===== src/rtl/adc_ctl_pkg.sv =====
package adc_ctl_pkg;

  localparam int EN_BIT   = 7;
  localparam int REF_BIT  = 0;
  localparam int RATE_LO  = 3;
  localparam int RATE_W   = 3;
  localparam int MAX_MULT = 12;

  // Bits that hold state; 6, 2 and 1 are always stored as zero.
  localparam logic [7:0] KEEP_MASK = 8'b1011_1001;

  // Conversion length in units of the UNIT parameter; 0 marks a forbidden code.
  function automatic int unsigned rate_mult(input logic [RATE_W-1:0] code);
    case (code)
      3'b000:  return 12;
      3'b001:  return 10;
      3'b010:  return 8;
      3'b100:  return 6;
      3'b101:  return 5;
      3'b110:  return 4;
      default: return 0;
    endcase
  endfunction

  function automatic logic rate_forbidden(input logic [RATE_W-1:0] code);
    return rate_mult(code) == 0;
  endfunction

  // Next register value for one access cycle.
  function automatic logic [7:0] mode_next(
    input logic [7:0] cur,
    input logic       wr,
    input logic [7:0] data,
    input logic       set,
    input logic       clr,
    input logic [2:0] idx
  );
    logic [7:0] cand;
    cand = cur;
    if (wr)       cand = data;
    else if (set) cand[idx] = 1'b1;
    else if (clr) cand[idx] = 1'b0;
    cand = cand & KEEP_MASK;
    if (cur[EN_BIT])
      cand[RATE_LO +: RATE_W] = cur[RATE_LO +: RATE_W];
    return cand;
  endfunction

endpackage


===== src/rtl/adc_mode_reg.sv =====
module adc_mode_reg
  import adc_ctl_pkg::*;
(
  input  logic       clk,
  input  logic       rst_n,
  input  logic       wr_en,
  input  logic [7:0] wr_data,
  input  logic       bit_set,
  input  logic       bit_clr,
  input  logic [2:0] bit_idx,
  output logic [7:0] mode_q
);

  logic [7:0] mode_d;

  always_comb begin
    mode_d = mode_next(mode_q, wr_en, wr_data, bit_set, bit_clr, bit_idx);
  end

  always_ff @(posedge clk) begin
    if (!rst_n) mode_q <= '0;
    else        mode_q <= mode_d;
  end

endmodule


===== src/rtl/adc_warmup.sv =====
module adc_warmup #(
  parameter int unsigned WARM_NORM = 340,
  parameter int unsigned WARM_HI   = 280
) (
  input  logic clk,
  input  logic rst_n,
  input  logic ref_en,
  input  logic hi_ref,
  output logic ref_ready
);

  localparam int unsigned MAXW  = (WARM_NORM > WARM_HI) ? WARM_NORM : WARM_HI;
  localparam int          CNT_W = $clog2(MAXW + 1);

  logic [CNT_W-1:0] cnt;
  logic [CNT_W-1:0] target;
  logic             expire;

  assign target = hi_ref ? CNT_W'(WARM_HI) : CNT_W'(WARM_NORM);
  assign expire = (cnt >= target - 1'b1);

  always_ff @(posedge clk) begin
    if (!rst_n || !ref_en) begin
      cnt       <= '0;
      ref_ready <= 1'b0;
    end else if (!ref_ready) begin
      if (expire) ref_ready <= 1'b1;
      else        cnt       <= cnt + 1'b1;
    end
  end

endmodule


===== src/rtl/adc_conv_seq.sv =====
module adc_conv_seq
  import adc_ctl_pkg::*;
#(
  parameter int unsigned UNIT = 24
) (
  input  logic              clk,
  input  logic              rst_n,
  input  logic              run_en,
  input  logic [RATE_W-1:0] rate_code,
  input  logic              ref_ready,
  output logic              conv_start,
  output logic              conv_done,
  output logic              result_valid,
  output logic              cfg_error
);

  localparam int LEN_W = $clog2(MAX_MULT * UNIT + 1);

  logic [LEN_W-1:0] len_cur;
  logic [LEN_W-1:0] cnt;
  logic             busy;
  logic             vld_cap;
  logic             run_ok;
  logic             last;

  assign len_cur   = LEN_W'(rate_mult(rate_code) * UNIT);
  assign cfg_error = rate_forbidden(rate_code);
  assign run_ok    = run_en && !cfg_error;
  assign last      = busy && (cnt == len_cur - 1'b1);

  always_ff @(posedge clk) begin
    if (!rst_n) begin
      busy         <= 1'b0;
      cnt          <= '0;
      vld_cap      <= 1'b0;
      conv_start   <= 1'b0;
      conv_done    <= 1'b0;
      result_valid <= 1'b0;
    end else begin
      conv_start   <= 1'b0;
      conv_done    <= 1'b0;
      result_valid <= 1'b0;
      if (!run_ok) begin
        busy <= 1'b0;
        cnt  <= '0;
      end else if (!busy || last) begin
        busy       <= 1'b1;
        cnt        <= '0;
        conv_start <= 1'b1;
        vld_cap    <= ref_ready;
        if (busy) begin
          conv_done    <= 1'b1;
          result_valid <= vld_cap;
        end
      end else begin
        cnt <= cnt + 1'b1;
      end
    end
  end

endmodule


===== src/rtl/adc_ctl_seq.sv =====
module adc_ctl_seq
  import adc_ctl_pkg::*;
#(
  parameter int unsigned UNIT      = 24,
  parameter int unsigned WARM_NORM = 340,
  parameter int unsigned WARM_HI   = 280
) (
  input  logic       clk,
  input  logic       rst_n,
  input  logic       wr_en,
  input  logic [7:0] wr_data,
  input  logic       bit_set,
  input  logic       bit_clr,
  input  logic [2:0] bit_idx,
  input  logic       rd_en,
  output logic [7:0] rd_data,
  input  logic       hi_ref,
  output logic       conv_start,
  output logic       conv_done,
  output logic       result_valid,
  output logic       ref_ready,
  output logic       cfg_error
);

  logic [7:0]        mode_q;
  logic [RATE_W-1:0] rate_code;

  assign rate_code = mode_q[RATE_LO +: RATE_W];
  assign rd_data   = rd_en ? mode_q : 8'h00;

  adc_mode_reg u_reg (
    .clk     (clk),
    .rst_n   (rst_n),
    .wr_en   (wr_en),
    .wr_data (wr_data),
    .bit_set (bit_set),
    .bit_clr (bit_clr),
    .bit_idx (bit_idx),
    .mode_q  (mode_q)
  );

  adc_warmup #(
    .WARM_NORM (WARM_NORM),
    .WARM_HI   (WARM_HI)
  ) u_warm (
    .clk       (clk),
    .rst_n     (rst_n),
    .ref_en    (mode_q[REF_BIT]),
    .hi_ref    (hi_ref),
    .ref_ready (ref_ready)
  );

  adc_conv_seq #(
    .UNIT (UNIT)
  ) u_seq (
    .clk          (clk),
    .rst_n        (rst_n),
    .run_en       (mode_q[EN_BIT]),
    .rate_code    (rate_code),
    .ref_ready    (ref_ready),
    .conv_start   (conv_start),
    .conv_done    (conv_done),
    .result_valid (result_valid),
    .cfg_error    (cfg_error)
  );

endmodule


===== config.mk =====
export PLATFORM = sky130hd
export DESIGN_NAME = adc_ctl_seq
export DESIGN_NICKNAME = d
export VERILOG_FILES = /design/src/rtl/adc_ctl_pkg.sv /design/src/rtl/adc_mode_reg.sv /design/src/rtl/adc_warmup.sv /design/src/rtl/adc_conv_seq.sv /design/src/rtl/adc_ctl_seq.sv
export SDC_FILE = /design/constraint.sdc
export NUM_CORES = 1
export LEC_CHECK = 0
export ABC_AREA = 0
export BUFFER_PORTS_ARGS = -buffer_cell sky130_fd_sc_hd__buf_4
export CAP_MARGIN = 0
export CORE_ASPECT_RATIO = 1.75
export CORE_MARGIN = 5
export CORE_UTILIZATION = 45
export CTS_BUF_LIST = sky130_fd_sc_hd__clkbuf_16
export CTS_CLUSTER_DIAMETER = 120
export DETAILED_ROUTE_END_ITERATION = 16
export MAX_ROUTING_LAYER = met4
export PLACE_DENSITY = 0.78
export SYNTH_ARGS = -nofsm -noshare
export SYNTH_HDL_FRONTEND = slang
export SYNTH_SLANG_ARGS = --single-unit

===== constraint.sdc =====
create_clock -name clk -period 3.1 [get_ports clk]
set_input_delay 0.465 -clock clk [delete_from_list [all_inputs] [get_ports clk]]
set_output_delay 0.465 -clock clk [all_outputs]
set_load 0.005 [all_outputs]

After elaboration in Yosys (flattened, before gate mapping)
Index checks and enable logic that the tools add are counted.

Word-level logic and storage cells: 64. Bits of input ports: 18. Register bits after elaboration: 32.

Muxes and demuxes: 12. Reduce and logical (&&, ||, !) cells: 19. $mul: 1. Equality and inequality tests: 6. Bitwise gates (word level): 8. $lt $le $gt $ge: 3. $add $sub $neg: 4.

Operators by type and width (count): $logic_not 32->1 (1); $mux 8 (4); $pmux 4 s6 (1); $add 9x1->9 const B (2); $sub 9x1->9 const B (2); $eq 3x3->1 const B (3); $eq 9x9->1 (1); $ge 9x9->1 (1); $and 8x8->8 (1); $not 8->8 (1); $or 8x8->8 (1); $reduce_and 2->1 (4); $mux 7 (1); $mul 4x2->6 const B (1); $mux 1 (5); $not 1->1 (5); $logic_not 1->1 (4); $lt 3x4->1 const B (1); $reduce_and 4->1 (1); $demux 1 s3 (1); $eq 3x1->1 const B (1); $eq 3x2->1 const B (1); $ge 3x1->1 const B (1); $logic_and 1x1->1 (3); other kinds (5) (6).

Longest topological paths before layout
Gate-level depths: netlist of the first run.

Depth in word-level cells: 9. Depth in mapped cells: 13.

By module
Synthesis of the first run repeated with hierarchy kept, for this count alone.

Cells, all modules: 227. Area total of the unflattened synthesis: 1929.4 sq um.

By module, submodules not included: adc_conv_seq (area each 993.5 sq um, instances 1, seq. area each 280.3 sq um, cells an instance 115); adc_warmup (area each 546.8 sq um, instances 1, seq. area each 200.2 sq um, cells an instance 63); adc_mode_reg (area each 339.1 sq um, instances 1, seq. area each 100.1 sq um, cells an instance 41); adc_ctl_seq (area each 50.0 sq um, instances 1, seq. area each 0.0 sq um, cells an instance 8).

Worst setup path before layout of the first run
OpenSTA, ideal clock, no wires.

Path kind: register -> register. Start point: register (tool-made name). End point: register u_seq.vld_cap. Period minus slack after synthesis: 2.709 ns. Stages on the path, launching flop included: 11. Slack: 0.391 ns. Library setup time: 0.066 ns. Data required time: 3.034 ns. Arrival: 2.643 ns. Cell sequence: dfxtp_1 buf_6 or3b_1 and2_1 ha_1 or3_4 xnor2_1 nor4_1 o211ai_2 a21boi_2 a2bb2oi_2.

RTL lines: end signal: assignment (line adc_conv_seq.sv:50) `vld_cap <= ref_ready;`; end: declaration (line adc_conv_seq.sv:22) `logic vld_cap;`.

==> flow_summary.yaml, run 1 <==
status:
  status: "finished clean"
final_layout:
  finalNonFillerCells: 287
  seqCellArea_um2: 582
  area_growth_pct: 19.6
  multi_input_area_um2: 1110
  fin_nets: 265
  drive_gt1_share_pct: 20.5
  n_antenna_cell: 0
  n_fill_cell: 381
cts:
  clkLatencyLatePin_ps: 270
  cts_made_buffers: 5
  cts_tree: "yes"
  h-tree-depth: 2
  cts_hold_buf: 0
  clockRootBuffer: "clkbuf_16"
  clockBufferDepth: 2
  clk_pin_slew_ps: 50
  cts.sinks: 29
global_routing:
  globalRouteOverflowTotal: 0
  grt_usage_pct: 15.5
  grt_antenna_before_repair: 0
  grt_first_pass_wirelength_um: 6350
  grt_max_degree: 12
  grt_pass1_vias: 1469
logic_synthesis:
  synth_top_family_by_area: "simple AND/OR/NAND/NOR gates"
  synth_area_um2: 1780
  synth_cell_types: 51
  ys_ff_latch: 29
  yosys.area.top_type: "dfxtp_1"
  async_flop_share_pct: 0
  synth.avg_cell_area_um2: 8.43
  synth_ff_type: "dfxtp_1"
  synth_fa_ha_area_share_pct: 6.33
  yosysWarnings: 0
  synth_seq_area_share_pct: 32.7
  yosys.area_share.simple_pct: 25.7
  synth_cells: 211
  synth.mux.area_fraction_pct: 0.563
  synth-compound-area-share_pct: 18.2
  yosys.area.top_type_share_pct: 32.7
  synth.area.top_cells: "dfxtp_1 (33%), xnor2_1 (8.9%), nor2_1 (6.5%)"
  synth_edf_count: 0
  synth-xor-area-share_pct: 10.8
setup_path:
  cp_top_family: "simple AND/OR/NAND/NOR gates"
  crit_path_max_incr_delay_ps: 450
  worstPathMaxFanout: 11
  path_buf_inv: 0
  cp.arrival_ps: 3130
  worstSetupStartpointType: "flip-flop"
  path_cells: "or3b_1 -> and2_1 -> ha_1 -> or3_4 -> xnor2_1 -> nor4_1 -> o211ai_2 -> a21boi_2 -> a2bb2oi_2"
  rrSetupSlack_ps: 180
  cp_slowest_cell: "nor4_1"
  path_depth: 9
  end_kind: "flip-flop"
  required_ps: 3310
  crit_type: "flip-flop to flip-flop"
  reg2regPathDepth: 9
  worstReg2RegEnd: "u_seq.vld_cap"
route:
  drc: 0
  drt-wirelength-per-cell_um: 12.8
  wl_um: 3670
  vias: 1556
  drtPass1Iterations: 4
  drt_iter0_drc: 33
  vias_per_cell: 5.42
  ant_nets: 0
power:
  power_mw: 1.01
  cell_internal_pwr_mw: 0.757
  p_seq_share_pct: 39.2
  ir_drop_v: 0.000537
  p_leak_nw: 0.875
  combinationalPowerShare_pct: 17.0
  power_switching_mw: 0.254
  power_density_nw_per_um2: 475
  switching_share_pct: 25.1
  clockPowerShare_pct: 43.7
placed_design:
  gp_congestion: 0.806
  placed_cells: 279
  hpwlAfterDp_um: 2910
  port_buffers: 24
floorplanning:
  row_count: 30
  die_w_um: 57.5
  dieArea_um2: 5360
  core_area_um2: 3870
  ioPinCount: 31
  initial_core_util_pct: 46.0
  die_h_um: 93.2
timing:
  fin_worst_skew_ps: 4.70
  timing.final.crit_share_pct: 94.2
  maxSlewHeadroom_pct: 66.1
  setup_viol: 0
  fin_crit_ps: 2920
  finalSetupTns_ps: 0
  fmax_mhz: 343
  finalHoldViolations: 0
  rsz0062_at_grt: "no"
  worst_pin_slew_ps: 503
  slew_violations: 0
worst_hold_path:
  hold_path_class: "primary input to flip-flop"
  hold-path-cell-count: 3
  worstHoldStart: "wr_data[0]"
job:
  cap_viol_max_count: 0
per-layer routing:
layer	GRT usage (%)	vias to the layer above	routed length [µm]
li1	-	780	-
met1	14.1	739	1340
met2	29.0	28	2110
met3	3.45	9	113
met4	7.74	0	109
met5	-	-	0
cells by family (layout without fill, tap and decap cells):
kind of cell    after synthesis  after routing
simple gates                 88             88
fa+ha+maj                     9              9
compound gates               41             41
buf+inv                      20             46
flops                        29             29
xor+xnor                     22             22
other cells                   1              3
mux                           1              1
timing repair:
item                                    in CTS  in global routing
buffers inserted                             0                  0
endpoints found under the setup margin       0                 11
resized for setup                            0                  3
how the worst max path moves through the flow:
stage                     slack, ps  startpoint             to
after CTS                       120   flip-flop  u_seq.vld_cap
after global routing             20   flip-flop  u_seq.vld_cap
final                           180   flip-flop  u_seq.vld_cap
after detailed placement        130   flip-flop  u_seq.vld_cap
after global placement          240   flip-flop  u_seq.vld_cap
after floorplan                 390   flip-flop  u_seq.vld_cap
power by group through the flow:
stage                     logic [mW]  clock network, mW  registers (mW)
after global placement         0.168                  0           0.403
after CTS                      0.173              0.455           0.396
after floorplan                0.131                  0           0.397
after global routing           0.191              0.469           0.398
final                          0.172              0.442           0.396
after detailed placement       0.172                  0           0.403
layout make-up:
cell class	instances	area share [%]
multi-input combinational	164	52.2
inverter	13	2.29
clock inverter	3	0.647
tap	48	2.82
timing repair buffer	25	8.82
sequential	29	27.4
clock buffer	5	5.88
tightest hold or removal path, cell delays in order:
cell	delay, ps
buf_4	70
o21ai_0	60
nor2_1	70
cell usage after synthesis, types with 2 or more instances:
master and number:
nor3_1 2, xor2_1 4, a221oi_1 3, a21oi_1 2, a21o_1 2, xnor2_1 18
nand4_1 4, and2_1 9, nand3_2 2, buf_4 4, and3_1 2, nand2b_1 3
a211oi_2 3, nand3_1 7, nor2_1 31, dfxtp_1 29, a211oi_1 5, nor2b_1 2
nand2_1 15, inv_1 12, a31oi_1 4, o21ai_0 11, ha_1 9
cell usage in the layout (no fill, tap or decap), types with 2 or more instances in the layout:
master      n
xnor2_1    18
a211oi_2    3
inv_1      13
and2_1      9
o21ai_0    10
a211oi_1    5
nor3_1      2
nand3_1     7
nor2_1     31
buf_4      25
conb_1      3
ha_1        9
nand3_2     2
nand4_1     4
a31oi_1     4
nor2b_1     2
a21o_1      2
a21oi_1     2
dfxtp_1    28
nand2_1    15
nand2b_1    3
a221oi_1    3
clkbuf_16   5
and3_1      2
clkinv_2    2
xor2_1      4
stage by stage:
stage | setup slack [ps] | util [%] | area, µm² | hold WS, ps
after global routing | 20.1 | 55.0 | 2130 | 435
after global placement | 245 | 51.3 | 1980 | 428
after floorplan | 391 | - | 1790 | 418
after CTS | 115 | 54.9 | 2120 | 432
after detailed placement | 131 | 51.3 | 1980 | 445
final | 181 | 55.0 | 2130 | 435
No activity file was read; power rests on OpenSTA's default activity.
==> inputs of run 2 (changes only) <==
CORE_ASPECT_RATIO = default   (was 1.75)
==> run 2 against run 1 <==
  * Maximum frequency grew 2.6%
  * Combinational power about the same
  * Final area rose by 0.24%
  * Count of clock-buffer cells in the layout did not move
  * Total power grew 0.96%
  * Largest cell class unchanged
  * Register-to-register slack better by 70 ps
  * Critical path depth unchanged
  * Die area shrank 0.93%
  * Largest power group unchanged
  * Worst setup slack improved by 73 ps
  * Hold slack worse by 5.9 ps
==> flow_summary.yaml, run 2 (synthesized netlist as in run 1, its figures left out) <==
final_layout:
  mostFrequentLayoutCell: "nor2_1"
  design_area_um2: 2130
  final_cell_mix: "nor2_1 (31), dfxtp_1 (29), buf_4 (25)"
  fin_util_pct: 57.0
  area_growth_pct: 19.9
  drive_gt1_share_pct: 20.5
  fin_nets: 265
  n_fill_cell: 359
  n_antenna_cell: 0
power:
  p_seq_share_pct: 38.8
  combinationalPowerShare_pct: 17.1
  p_leak_nw: 0.876
  cell_internal_pwr_mw: 0.758
  power_density_nw_per_um2: 478
  ir_drop_v: 0.000333
  clockPowerShare_pct: 44.1
  switching_share_pct: 25.7
  power_switching_mw: 0.262
cts:
  cts_tree: "yes"
  cts_made_buffers: 5
  clkLatencyLatePin_ps: 270
  clockRootBuffer: "clkbuf_16"
  clk_pin_slew_ps: 50
  clockBufferDepth: 2
  h-tree-depth: 2
  cts.sinks: 29
setup_path:
  path_buf_inv: 0
  cp_slowest_cell: "or3b_1"
  path_cells: "or3b_1 -> and2_1 -> ha_1 -> or3_4 -> xnor2_1 -> and4b_1 -> o211ai_2 -> nand3_2 -> nor2_1"
  crit_path_max_incr_delay_ps: 440
  cp_top_family: "simple AND/OR/NAND/NOR gates"
  end_kind: "flip-flop"
  required_ps: 3310
  crit_type: "flip-flop to flip-flop"
  cp.arrival_ps: 3050
  worstSetupStartpointType: "flip-flop"
  worstPathMaxFanout: 11
timing:
  finalSetupTns_ps: 0
  fin_worst_skew_ps: 3.82
  timing.final.crit_share_pct: 91.8
  rsz0062_at_grt: "no"
  slew_violations: 0
  finalHoldViolations: 0
  maxSlewHeadroom_pct: 63.5
  fin_crit_ps: 2850
  worst_pin_slew_ps: 542
  fmax_mhz: 351
  setup_viol: 0
placed_design:
  hpwlAfterDp_um: 2630
  port_buffers: 24
  gp_congestion: 0.830
  placed_area_um2: 1980
floorplanning:
  die_h_um: 72.9
  dieArea_um2: 5310
  die_w_um: 72.9
  initial_core_util_pct: 47.5
  ioPinCount: 31
  core_area_um2: 3740
  row_count: 22
global_routing:
  grt_first_pass_wirelength_um: 6220
  globalRouteOverflowTotal: 0
  grt_antenna_before_repair: 0
  grt_pass1_vias: 1422
  grt_max_degree: 12
  grt_usage_pct: 15.0
route:
  drc: 0
  wl_um: 3570
  vias: 1516
  drtPass1Iterations: 4
  drt-wirelength-per-cell_um: 12.4
  drt_iter0_drc: 89
  ant_nets: 0
  vias_per_cell: 5.28
status:
  status: "finished clean"
job:
  cap_viol_max_count: 0
worst_hold_path:
  hold_path_class: "primary input to flip-flop"
run 2: changes by cell type in the layout (fill, tap and decap cells not counted):
cell / change
nor4_1: -1
nor4_2: +1
dfxtp_1: +1
o21ai_0: +1
o21ai_1: -1
dfxtp_2: -1
run 2: tightest hold or removal path, delay by kind of cell:
| family | cells | cell delay (ps) |
|---|---|---|
| simple gates | 1 | 70 |
| compound gates | 1 | 60 |
| buf+inv | 1 | 70 |
run 2: timing repair:
| action | in CTS | in global routing |
|---|---|---|
| setup buffers | 0 | 0 |
| resized for setup | 0 | 2 |
| hold buffers | 0 | 0 |
| setup endpoints to repair | 0 | 11 |
run 2: final timing paths:
check,from,to,slack (ps),cells past startpoint
worst max-delay path,flip-flop,u_seq.cnt[6],250,9
worst min-delay path,wr_data[0],flip-flop,430,3
worst max register to register,flip-flop,u_seq.cnt[6],250,9
worst min register to register,u_seq.cnt[0],u_seq.cnt[0],450,1
run 2: power groups by stage:
stage	combinational, mW	sequential, mW	clock, mW
global route	0.198	0.397	0.478
detailed placement	0.170	0.403	0
global placement	0.166	0.403	0
floorplan	0.131	0.397	0
CTS	0.171	0.396	0.459
finish	0.174	0.396	0.450
run 2: cell type report:
type | instances | area [µm²] | share of cell area (%)
repair buffers | 25 | 188 | 8.80
flip-flops and latches | 29 | 581 | 27.2
clock buffers | 5 | 125 | 5.87
multi-input cells | 164 | 1120 | 52.3
well taps | 48 | 60.1 | 2.82
clock inverters | 3 | 13.8 | 0.646
inverters | 13 | 48.8 | 2.29
run 2: per-layer routing:
metal,part of all wire (%),track usage [%],vias to the layer above
li1,-,-,780
met1,46,18.7,713
met2,50,23.1,20
met3,3.0,4.82,3
met4,0.90,4.51,0
met5,0,-,-
run 2: stage by stage:
step	hold WS [ps]	total power [mW]	worst slack, ps	std cells
2_1_floorplan	418	0.528	391	213
3_3_place_gp	430	0.569	274	279
3_5_place_dp	441	0.573	225	279
4_1_cts	429	1.02	213	287
5_1_grt	467	1.07	11.9	287
6_report	430	1.02	254	287
